===== src/rtl/tlb_pkg.sv =====
// Package: shared encodings for the translation buffer.
// Assumes rights are three bits (read, write, execute) in that bit order.
package tlb_pkg;
    localparam int PERM_W = 3;
    localparam int PERM_R = 0;
    localparam int PERM_W_BIT = 1;
    localparam int PERM_X = 2;

    typedef enum logic [1:0] {
        ACC_RD  = 2'd0,
        ACC_WR  = 2'd1,
        ACC_EX  = 2'd2,
        ACC_RSV = 2'd3
    } acc_e;

    // Decide whether the rights bits allow the given access kind.
    function automatic logic perm_ok(logic [PERM_W-1:0] perm, acc_e acc);
        case (acc)
            ACC_WR:  return perm[PERM_W_BIT];
            ACC_EX:  return perm[PERM_X];
            default: return perm[PERM_R];
        endcase
    endfunction
endpackage


===== src/rtl/tlb_store.sv =====
// Module: entry storage. Each entry holds presence, tag, frame, page-valid,
// dirty and rights. One write per cycle. Flush empties entries at or above
// LOCKED. A write on the same cycle as a flush wins for its own entry.
// Assumes the caller never requests an unreserved write during a flush.
module tlb_store
    import tlb_pkg::*;
#(
    parameter int ENTRIES = 32,
    parameter int LOCKED  = 4,
    parameter int VPN_W   = 20,
    parameter int PFN_W   = 20,
    localparam int IDX_W  = $clog2(ENTRIES)
) (
    input  logic                              clk,
    input  logic                              rst_n,
    input  logic                              wr_en,
    input  logic [IDX_W-1:0]                  wr_idx,
    input  logic [VPN_W-1:0]                  wr_vpn,
    input  logic [PFN_W-1:0]                  wr_pfn,
    input  logic                              wr_pv,
    input  logic                              wr_dirty,
    input  logic [PERM_W-1:0]                 wr_perm,
    input  logic                              flush,
    output logic [ENTRIES-1:0]                occ,
    output logic [ENTRIES-1:0][VPN_W-1:0]     tag,
    output logic [ENTRIES-1:0][PFN_W-1:0]     pfn,
    output logic [ENTRIES-1:0]                pv,
    output logic [ENTRIES-1:0]                dirty,
    output logic [ENTRIES-1:0][PERM_W-1:0]    perm
);
    for (genvar gi = 0; gi < ENTRIES; gi++) begin : g_ent
        logic sel;
        assign sel = wr_en && (wr_idx == IDX_W'(gi));

        if (gi < LOCKED) begin : g_rsv
            // Reserved entry: written by slot number only, never flushed.
            always_ff @(posedge clk) begin
                if (!rst_n)   occ[gi] <= 1'b0;
                else if (sel) occ[gi] <= 1'b1;
            end
        end else begin : g_gen
            // Unreserved entry: filled by replacement, emptied by flush.
            always_ff @(posedge clk) begin
                if (!rst_n)     occ[gi] <= 1'b0;
                else if (sel)   occ[gi] <= 1'b1;
                else if (flush) occ[gi] <= 1'b0;
            end
        end

        // Payload fields, loaded on a write to this entry.
        always_ff @(posedge clk) begin
            if (!rst_n) begin
                tag[gi]   <= '0;
                pfn[gi]   <= '0;
                pv[gi]    <= 1'b0;
                dirty[gi] <= 1'b0;
                perm[gi]  <= '0;
            end else if (sel) begin
                tag[gi]   <= wr_vpn;
                pfn[gi]   <= wr_pfn;
                pv[gi]    <= wr_pv;
                dirty[gi] <= wr_dirty;
                perm[gi]  <= wr_perm;
            end
        end
    end
endmodule


===== src/rtl/tlb_match.sv =====
// Module: parallel tag compare over all entries. If more than one entry
// matches, the lowest-numbered match is used. Assumes refills are issued only
// after misses, so duplicate tags do not occur in normal use. Purely
// combinational.
module tlb_match
    import tlb_pkg::*;
#(
    parameter int ENTRIES = 32,
    parameter int VPN_W   = 20,
    parameter int PFN_W   = 20,
    localparam int IDX_W  = $clog2(ENTRIES)
) (
    input  logic [VPN_W-1:0]                  vpn,
    input  logic [ENTRIES-1:0]                occ,
    input  logic [ENTRIES-1:0][VPN_W-1:0]     tag,
    input  logic [ENTRIES-1:0][PFN_W-1:0]     pfn,
    input  logic [ENTRIES-1:0]                pv,
    input  logic [ENTRIES-1:0]                dirty,
    input  logic [ENTRIES-1:0][PERM_W-1:0]    perm,
    output logic                              any,
    output logic [IDX_W-1:0]                  sel_idx,
    output logic [PFN_W-1:0]                  sel_pfn,
    output logic                              sel_pv,
    output logic                              sel_dirty,
    output logic [PERM_W-1:0]                 sel_perm
);
    logic [ENTRIES-1:0] mvec;

    for (genvar gi = 0; gi < ENTRIES; gi++) begin : g_cmp
        assign mvec[gi] = occ[gi] && (tag[gi] == vpn);
    end

    assign any = |mvec;

    // Pick the lowest matching entry and route its fields out.
    always_comb begin
        sel_idx   = '0;
        sel_pfn   = '0;
        sel_pv    = 1'b0;
        sel_dirty = 1'b0;
        sel_perm  = '0;
        for (int i = ENTRIES - 1; i >= 0; i--) begin
            if (mvec[i]) begin
                sel_idx   = IDX_W'(i);
                sel_pfn   = pfn[i];
                sel_pv    = pv[i];
                sel_dirty = dirty[i];
                sel_perm  = perm[i];
            end
        end
    end
endmodule


===== src/rtl/tlb_repl.sv =====
// Module: use-bit replacement over the unreserved entries. The victim is the
// lowest unreserved entry whose use bit is clear. When an update would leave
// every unreserved bit set, all of them clear. Flush clears all bits.
// Assumes ENTRIES > LOCKED.
module tlb_repl #(
    parameter int ENTRIES = 32,
    parameter int LOCKED  = 4,
    localparam int IDX_W  = $clog2(ENTRIES)
) (
    input  logic               clk,
    input  logic               rst_n,
    input  logic               touch_en,
    input  logic [IDX_W-1:0]   touch_idx,
    input  logic               fill_en,
    input  logic [IDX_W-1:0]   fill_idx,
    input  logic               flush,
    output logic [IDX_W-1:0]   victim,
    output logic [ENTRIES-1:0] use_q
);
    logic [ENTRIES-1:0] set_mask;
    logic [ENTRIES-1:0] use_n;

    for (genvar gi = 0; gi < ENTRIES; gi++) begin : g_mask
        if (gi < LOCKED) begin : g_rsv
            assign set_mask[gi] = 1'b0;
        end else begin : g_gen
            assign set_mask[gi] = (touch_en && touch_idx == IDX_W'(gi))
                               || (fill_en && fill_idx == IDX_W'(gi));
        end
    end

    // Next use vector: merge marks, then flush or wrap to all-clear.
    always_comb begin
        use_n = use_q | set_mask;
        if (flush || (&use_n[ENTRIES-1:LOCKED])) use_n = '0;
    end

    // Use-bit register.
    always_ff @(posedge clk) begin
        if (!rst_n) use_q <= '0;
        else        use_q <= use_n;
    end

    // Lowest unreserved entry with its use bit clear.
    always_comb begin
        victim = IDX_W'(LOCKED);
        for (int i = ENTRIES - 1; i >= LOCKED; i--) begin
            if (!use_q[i]) victim = IDX_W'(i);
        end
    end
endmodule


===== src/rtl/xlate_tlb.sv =====
// Module: fully associative translation buffer with access-rights check.
// A lookup resolves in the same cycle. A refill or flush takes effect at the
// next clock edge. Reserved entries 0..LOCKED-1 are loaded by slot number.
// Assumes LOCKED is a power of two >= 2 and ENTRIES > LOCKED.
module xlate_tlb
    import tlb_pkg::*;
#(
    parameter int ENTRIES = 32,
    parameter int LOCKED  = 4,
    parameter int VA_W    = 32,
    parameter int VPN_W   = 20,
    parameter int PFN_W   = 20,
    localparam int OFF_W  = VA_W - VPN_W,
    localparam int PA_W   = PFN_W + OFF_W,
    localparam int IDX_W  = $clog2(ENTRIES),
    localparam int SLOT_W = $clog2(LOCKED)
) (
    input  logic              clk,
    input  logic              rst_n,
    input  logic              lk_req,
    input  logic [VA_W-1:0]   lk_vaddr,
    input  logic [1:0]        lk_acc,
    output logic              lk_hit,
    output logic [PA_W-1:0]   lk_paddr,
    output logic              lk_dirty,
    output logic              lk_fault_inv,
    output logic              lk_fault_prot,
    output logic              walk_req,
    output logic [VPN_W-1:0]  walk_vpn,
    input  logic              rf_valid,
    input  logic              rf_sys,
    input  logic [SLOT_W-1:0] rf_slot,
    input  logic [VPN_W-1:0]  rf_vpn,
    input  logic [PFN_W-1:0]  rf_pfn,
    input  logic              rf_pv,
    input  logic              rf_dirty,
    input  logic [PERM_W-1:0] rf_perm,
    input  logic              flush
);
    logic [ENTRIES-1:0]               occ_vec;
    logic [ENTRIES-1:0][VPN_W-1:0]    tag_vec;
    logic [ENTRIES-1:0][PFN_W-1:0]    pfn_vec;
    logic [ENTRIES-1:0]               pv_vec;
    logic [ENTRIES-1:0]               dirty_vec;
    logic [ENTRIES-1:0][PERM_W-1:0]   perm_vec;
    logic [ENTRIES-1:0]               use_vec;

    logic [VPN_W-1:0]  vpn;
    logic [OFF_W-1:0]  off;
    logic              any;
    logic [IDX_W-1:0]  sel_idx;
    logic [PFN_W-1:0]  sel_pfn;
    logic              sel_pv;
    logic              sel_dirty;
    logic [PERM_W-1:0] sel_perm;
    logic              rights_ok;
    logic [IDX_W-1:0]  victim;
    logic              wr_en;
    logic [IDX_W-1:0]  wr_idx;
    logic              fill_en;

    assign vpn = lk_vaddr[VA_W-1:OFF_W];
    assign off = lk_vaddr[OFF_W-1:0];

    tlb_store #(.ENTRIES(ENTRIES), .LOCKED(LOCKED), .VPN_W(VPN_W), .PFN_W(PFN_W)) u_store (
        .clk(clk), .rst_n(rst_n),
        .wr_en(wr_en), .wr_idx(wr_idx), .wr_vpn(rf_vpn), .wr_pfn(rf_pfn),
        .wr_pv(rf_pv), .wr_dirty(rf_dirty), .wr_perm(rf_perm), .flush(flush),
        .occ(occ_vec), .tag(tag_vec), .pfn(pfn_vec), .pv(pv_vec),
        .dirty(dirty_vec), .perm(perm_vec)
    );

    tlb_match #(.ENTRIES(ENTRIES), .VPN_W(VPN_W), .PFN_W(PFN_W)) u_match (
        .vpn(vpn), .occ(occ_vec), .tag(tag_vec), .pfn(pfn_vec), .pv(pv_vec),
        .dirty(dirty_vec), .perm(perm_vec),
        .any(any), .sel_idx(sel_idx), .sel_pfn(sel_pfn), .sel_pv(sel_pv),
        .sel_dirty(sel_dirty), .sel_perm(sel_perm)
    );

    tlb_repl #(.ENTRIES(ENTRIES), .LOCKED(LOCKED)) u_repl (
        .clk(clk), .rst_n(rst_n),
        .touch_en(lk_hit), .touch_idx(sel_idx),
        .fill_en(fill_en), .fill_idx(victim), .flush(flush),
        .victim(victim), .use_q(use_vec)
    );

    // Refill steering: reserved slots by number, others to the victim.
    always_comb begin
        fill_en = rf_valid && !rf_sys && !flush;
        wr_en   = (rf_valid && rf_sys) || fill_en;
        wr_idx  = rf_sys ? IDX_W'(rf_slot) : victim;
    end

    assign rights_ok = perm_ok(sel_perm, acc_e'(lk_acc));

    // Lookup outcome: hit, page-valid fault, rights fault or walk request.
    always_comb begin
        lk_hit        = lk_req && any && sel_pv && rights_ok;
        lk_fault_inv  = lk_req && any && !sel_pv;
        lk_fault_prot = lk_req && any && sel_pv && !rights_ok;
        walk_req      = lk_req && !any;
        walk_vpn      = walk_req ? vpn : '0;
        lk_paddr      = lk_hit ? {sel_pfn, off} : '0;
        lk_dirty      = lk_hit && sel_dirty;
    end
endmodule


===== config.mk =====
export PLATFORM = sky130hd
export DESIGN_NAME = xlate_tlb
export DESIGN_NICKNAME = d
export VERILOG_FILES = /design/src/rtl/tlb_pkg.sv /design/src/rtl/tlb_store.sv /design/src/rtl/tlb_match.sv /design/src/rtl/tlb_repl.sv /design/src/rtl/xlate_tlb.sv
export SDC_FILE = /design/constraint.sdc
export NUM_CORES = 2
export LEC_CHECK = 0
export BUFFER_PORTS_ARGS = -buffer_cell sky130_fd_sc_hd__buf_2
export CELL_PAD_IN_SITES_DETAIL_PLACEMENT = 1
export CELL_PAD_IN_SITES_GLOBAL_PLACEMENT = 2
export CORE_AREA = 2 2 434 436
export CTS_BUF_LIST = sky130_fd_sc_hd__clkbuf_8
export DETAILED_ROUTE_END_ITERATION = 10
export DIE_AREA = 0 0 436 438
export MAX_ROUTING_LAYER = met4
export PLACE_DENSITY_LB_ADDON = 0.1
export SLEW_MARGIN = 20
export SYNTH_ARGS = -nofsm -noshare
export SYNTH_HDL_FRONTEND = slang
export SYNTH_SLANG_ARGS = --single-unit

===== constraint.sdc =====
create_clock -name clk -period 6.8 [get_ports clk]
set_clock_uncertainty 0.05 [all_clocks]
set_input_delay 0.34 -clock clk [delete_from_list [all_inputs] [get_ports clk]]
set_output_delay 0.34 -clock clk [all_outputs]
set_load 0.02 [all_outputs]

==> results.toml <==
[run_status]
status = "finished, final reports clean"

[sta]
setup_tns_ns = 0
worst_slew_pin_slew_ns = 1.30
finalCriticalPeriod_ns = 6.69
layout_setup_ws_ns = 0.110
slew_viol_final = 0
holdWs_ns = 0.221
clock.fmax_mhz = 149
rsz0062_at_grt = "false"
hold_viol_final = 0
setup_viol = 0
maxSlewHeadroom_pct = 13.1
fin_crit_sh_pct = 98.4

[yosys]
avgSynthCellArea_sq_um = 7.70
ys_warn_count = 0
synth_flop_cell = "dfxtp_1"
yosysSeqAreaShare_pct = 41.5
netlist_area_sq_mm = 0.0723
synth_seq_cells = 1500
syn_inst = 9385
synth_enable_flop_cells = 0
synthDistinctLibCells = 78
ys_async_sr_fraction_pct = 0
synth_nets = 9474

[critical_path]
cp-end-kind = "output port"
worstPathRequired_ns = 6.41
start_kind = "register"
worstReg2RegEnd = "u_repl.use_q[30]$_SDFF_PP0_"
cp_common_cell = "buf_4"
arrival_ns = 6.30
cp.depth = 15
endpoint = "lk_paddr[22]"
timing.rr.start = "u_store.tag[633]$_SDFFE_PN0P_"
r2r_cells = 19
r2r_slack_ns = 0.68
crit_type = "reg2out"
cp_max_fo = 23
crit_chain = "xor2_1 > nor4_1 > nand4_1 > a211oi_4 > buf_4 > a221oi_1 > o311a_1 > nor4_1 > buf_4 > o211ai_1 > a21oi_1 > o2111ai_4 > buf_4 > a311oi_1 > buf_2"
crit_path_max_incr_delay_ns = 0.55
startpoint = "u_store.tag[633]$_SDFFE_PN0P_"
path_buf_inv = 4
crit_family = "compound AO/OA/AOI/OAI gates"
cpMaxStageDelayCell = "nor4_1"

[floorplan]
die_h_microns = 438
io-pin-count = 144
initial_utilization_pct = 38.7
dieArea_sq_mm = 0.191
fp-row-count = 159
die_w_microns = 436
coreArea_sq_mm = 0.187

[clock_network]
cts_sinks = 1500
cts.reportedPaths.clkPinSlew_ns = 0.06
clock_path_buffers = 4
numCtsBuffers = 300
insertion_delay_ns = 1.06
cts_tree = "yes"
h-tree-depth = 5
cts_setup_buffers = 0
cts_root_buf = "clkbuf_8"

[global_routing]
grt_max_degree = 252
grt_first_pass_wirelength_mm = 463
grt_overflow = 0
grt_pass1_vias = 68600
antenna_found_initial = 18
gr-usage-all-layers_pct = 33.2

[placed_design]
place_congestion = 0.885
dp_hpwl_mm = 191
numPortBuffers = 143
postPlaceCellArea_sq_mm = 0.0754
pre_cts_slack_ns = 0.0775

[layout]
multiInputGateArea_sq_mm = 0.0390
fillCellCount = 22700
layout-area-overhead-vs-synth_pct = 12.7
fin_area_sq_mm = 0.0814
nNetsFinal = 9383
layout-drive-gt1-share_pct = 9.59
seq_area_sq_mm = 0.0300

[worst_hold_path]
hp-class = "in2reg"

[drt]
dr.pass1.iters = 5
wirelength_mm = 317
drc_errors = 0
viasPerCell = 5.64
routed-via-count = 67600
wl_per_cell_microns = 26.4
drt_iter0_drc = 4980
drtAntennaViolNets = 0

[pwr]
power.density_mw_per_mm2 = 233
switching_share_pct = 26.1
fin_total_pwr_w = 0.0190
pwr-share-clk_pct = 47.2
power_frac_seq_pct = 46.6
cellLeakagePower_nw = 27.8
ir_drop_mv = 0.131
power.internal_w = 0.0140
netSwitchingPower_w = 0.00496
pwr-share-comb_pct = 6.2

[run]
max_cap_violations = 0
cell usage after synthesis, types with 97 or more instances:
| cell | n | area share (%) |
|---|---|---|
| xnor2_1 | 325 | 3.9 |
| a21oi_1 | 129 | 0.89 |
| nor2_1 | 333 | 1.7 |
| clkbuf_1 | 716 | 3.7 |
| xor2_1 | 306 | 3.7 |
| nand2_1 | 3151 | 16 |
| nand3_1 | 97 | 0.67 |
| nor4_1 | 98 | 0.85 |
| o21ai_0 | 281 | 1.9 |
| nand4_1 | 100 | 0.87 |
| dfxtp_1 | 1500 | 42 |
| a21boi_0 | 1472 | 15 |
worst register-to-register path, cell delays in order, from the launching register on:
cell and delay, ns:
dfxtp_1 0.34, xor2_1 0.16, nor4_1 0.33, nand4_1 0.49, a211oi_4 0.39, buf_4 0.42
a221oi_1 0.15, o311a_1 0.38, nor4_1 0.55, buf_4 0.20, o211ai_1 0.16, a21oi_1 0.33
o2111ai_4 0.17, buf_4 0.25, o41ai_2 0.40, nand4_1 0.17, a211o_1 0.30, o41ai_4 0.38
buf_4 0.28, a21oi_1 0.06
what timing repair did:
| action | CTS | global route |
|---|---|---|
| setup endpoints to repair | 0 | 2 |
| gates resized for setup | 0 | 1 |
| endpoints found under the hold margin | 1445 | 0 |
| hold buffers | 48 | 0 |
power by group through the flow:
stage	registers [W]	logic, W	clock network, W
2_1_floorplan	0.00903	0.000635	0
3_3_place_gp	0.00904	0.00112	0
3_5_place_dp	0.00904	0.00113	0
4_1_cts	0.00885	0.00115	0.00917
5_1_grt	0.00885	0.00121	0.00957
6_report	0.00885	0.00117	0.00896
flip-flops by register name, summed over array words and instances (netlist names):
register       count
u_store.pv        32
u_store.occ       32
u_repl.use_q      28
u_store.pfn      640
u_store.perm      96
u_store.tag      640
u_store.dirty     32
how the worst min path moves through the flow:
stage,start,to,slack (ns),cells past startpoint
finish,rf_valid,u_store.tag[55]$_SDFFE_PN0P_,0.22,5
floorplan,u_store.perm[65]$_SDFFE_PN0P_,u_store.perm[65]$_SDFFE_PN0P_,0.39,2
CTS,rf_valid,u_store.tag[55]$_SDFFE_PN0P_,0.11,5
detailed placement,u_store.pfn[589]$_SDFFE_PN0P_,u_store.pfn[589]$_SDFFE_PN0P_,0.40,2
global placement,u_store.pfn[455]$_SDFFE_PN0P_,u_store.pfn[455]$_SDFFE_PN0P_,0.40,2
global route,rf_valid,u_store.tag[49]$_SDFFE_PN0P_,0.20,5
layout by cell type, fill, tap and decap left out, types with 129 or more instances in the layout:
master    instances
nand2_1        3142
inv_1           199
xor2_1          306
dfxtp_1        1500
o21ai_0         281
xnor2_1         325
nor2_1          299
a21oi_1         129
a21boi_0       1472
clkbuf_8        360
buf_4           229
buf_2           133
cell type report:
cell class,instances,area share [%]
inverter,93,0.429
tap,2495,3.83
timing repair buffer,434,4.10
antenna,9,0.0277
multi-input combinational,6965,47.9
clock buffer,360,6.08
clock inverter,128,0.724
sequential,1500,36.9
layer usage:
| layer | up-vias | part of all wire [%] | track usage, % |
|---|---|---|---|
| met5 | - | 0 | - |
| met4 | 0 | 3.2 | 10.5 |
| met3 | 570 | 5.5 | 4.15 |
| met2 | 1969 | 46 | 53.3 |
| met1 | 34200 | 45 | 43.4 |
| li1 | 30800 | - | - |
through the flow:
step                utilization, %  instances
floorplan                        -       9385
global placement              40.4      11400
detailed placement            40.4      11400
CTS                           43.6      12000
global route                  43.6      12000
finish                        43.6      12000
kinds of logic after synthesis:
| family | after synthesis | share of synthesized area [%] |
|---|---|---|
| and+or+nand+nor | 4022 | 22.6 |
| adders and majority gates | 2 | 0.0346 |
| buffers and inverters | 920 | 5.08 |
| AOI/OAI and AO/OA | 2286 | 22.8 |
| xor gates and xnor gates | 631 | 7.64 |
| muxes | 24 | 0.334 |
| DFF | 1500 | 41.5 |
No activity file was read; power rests on OpenSTA's default activity.
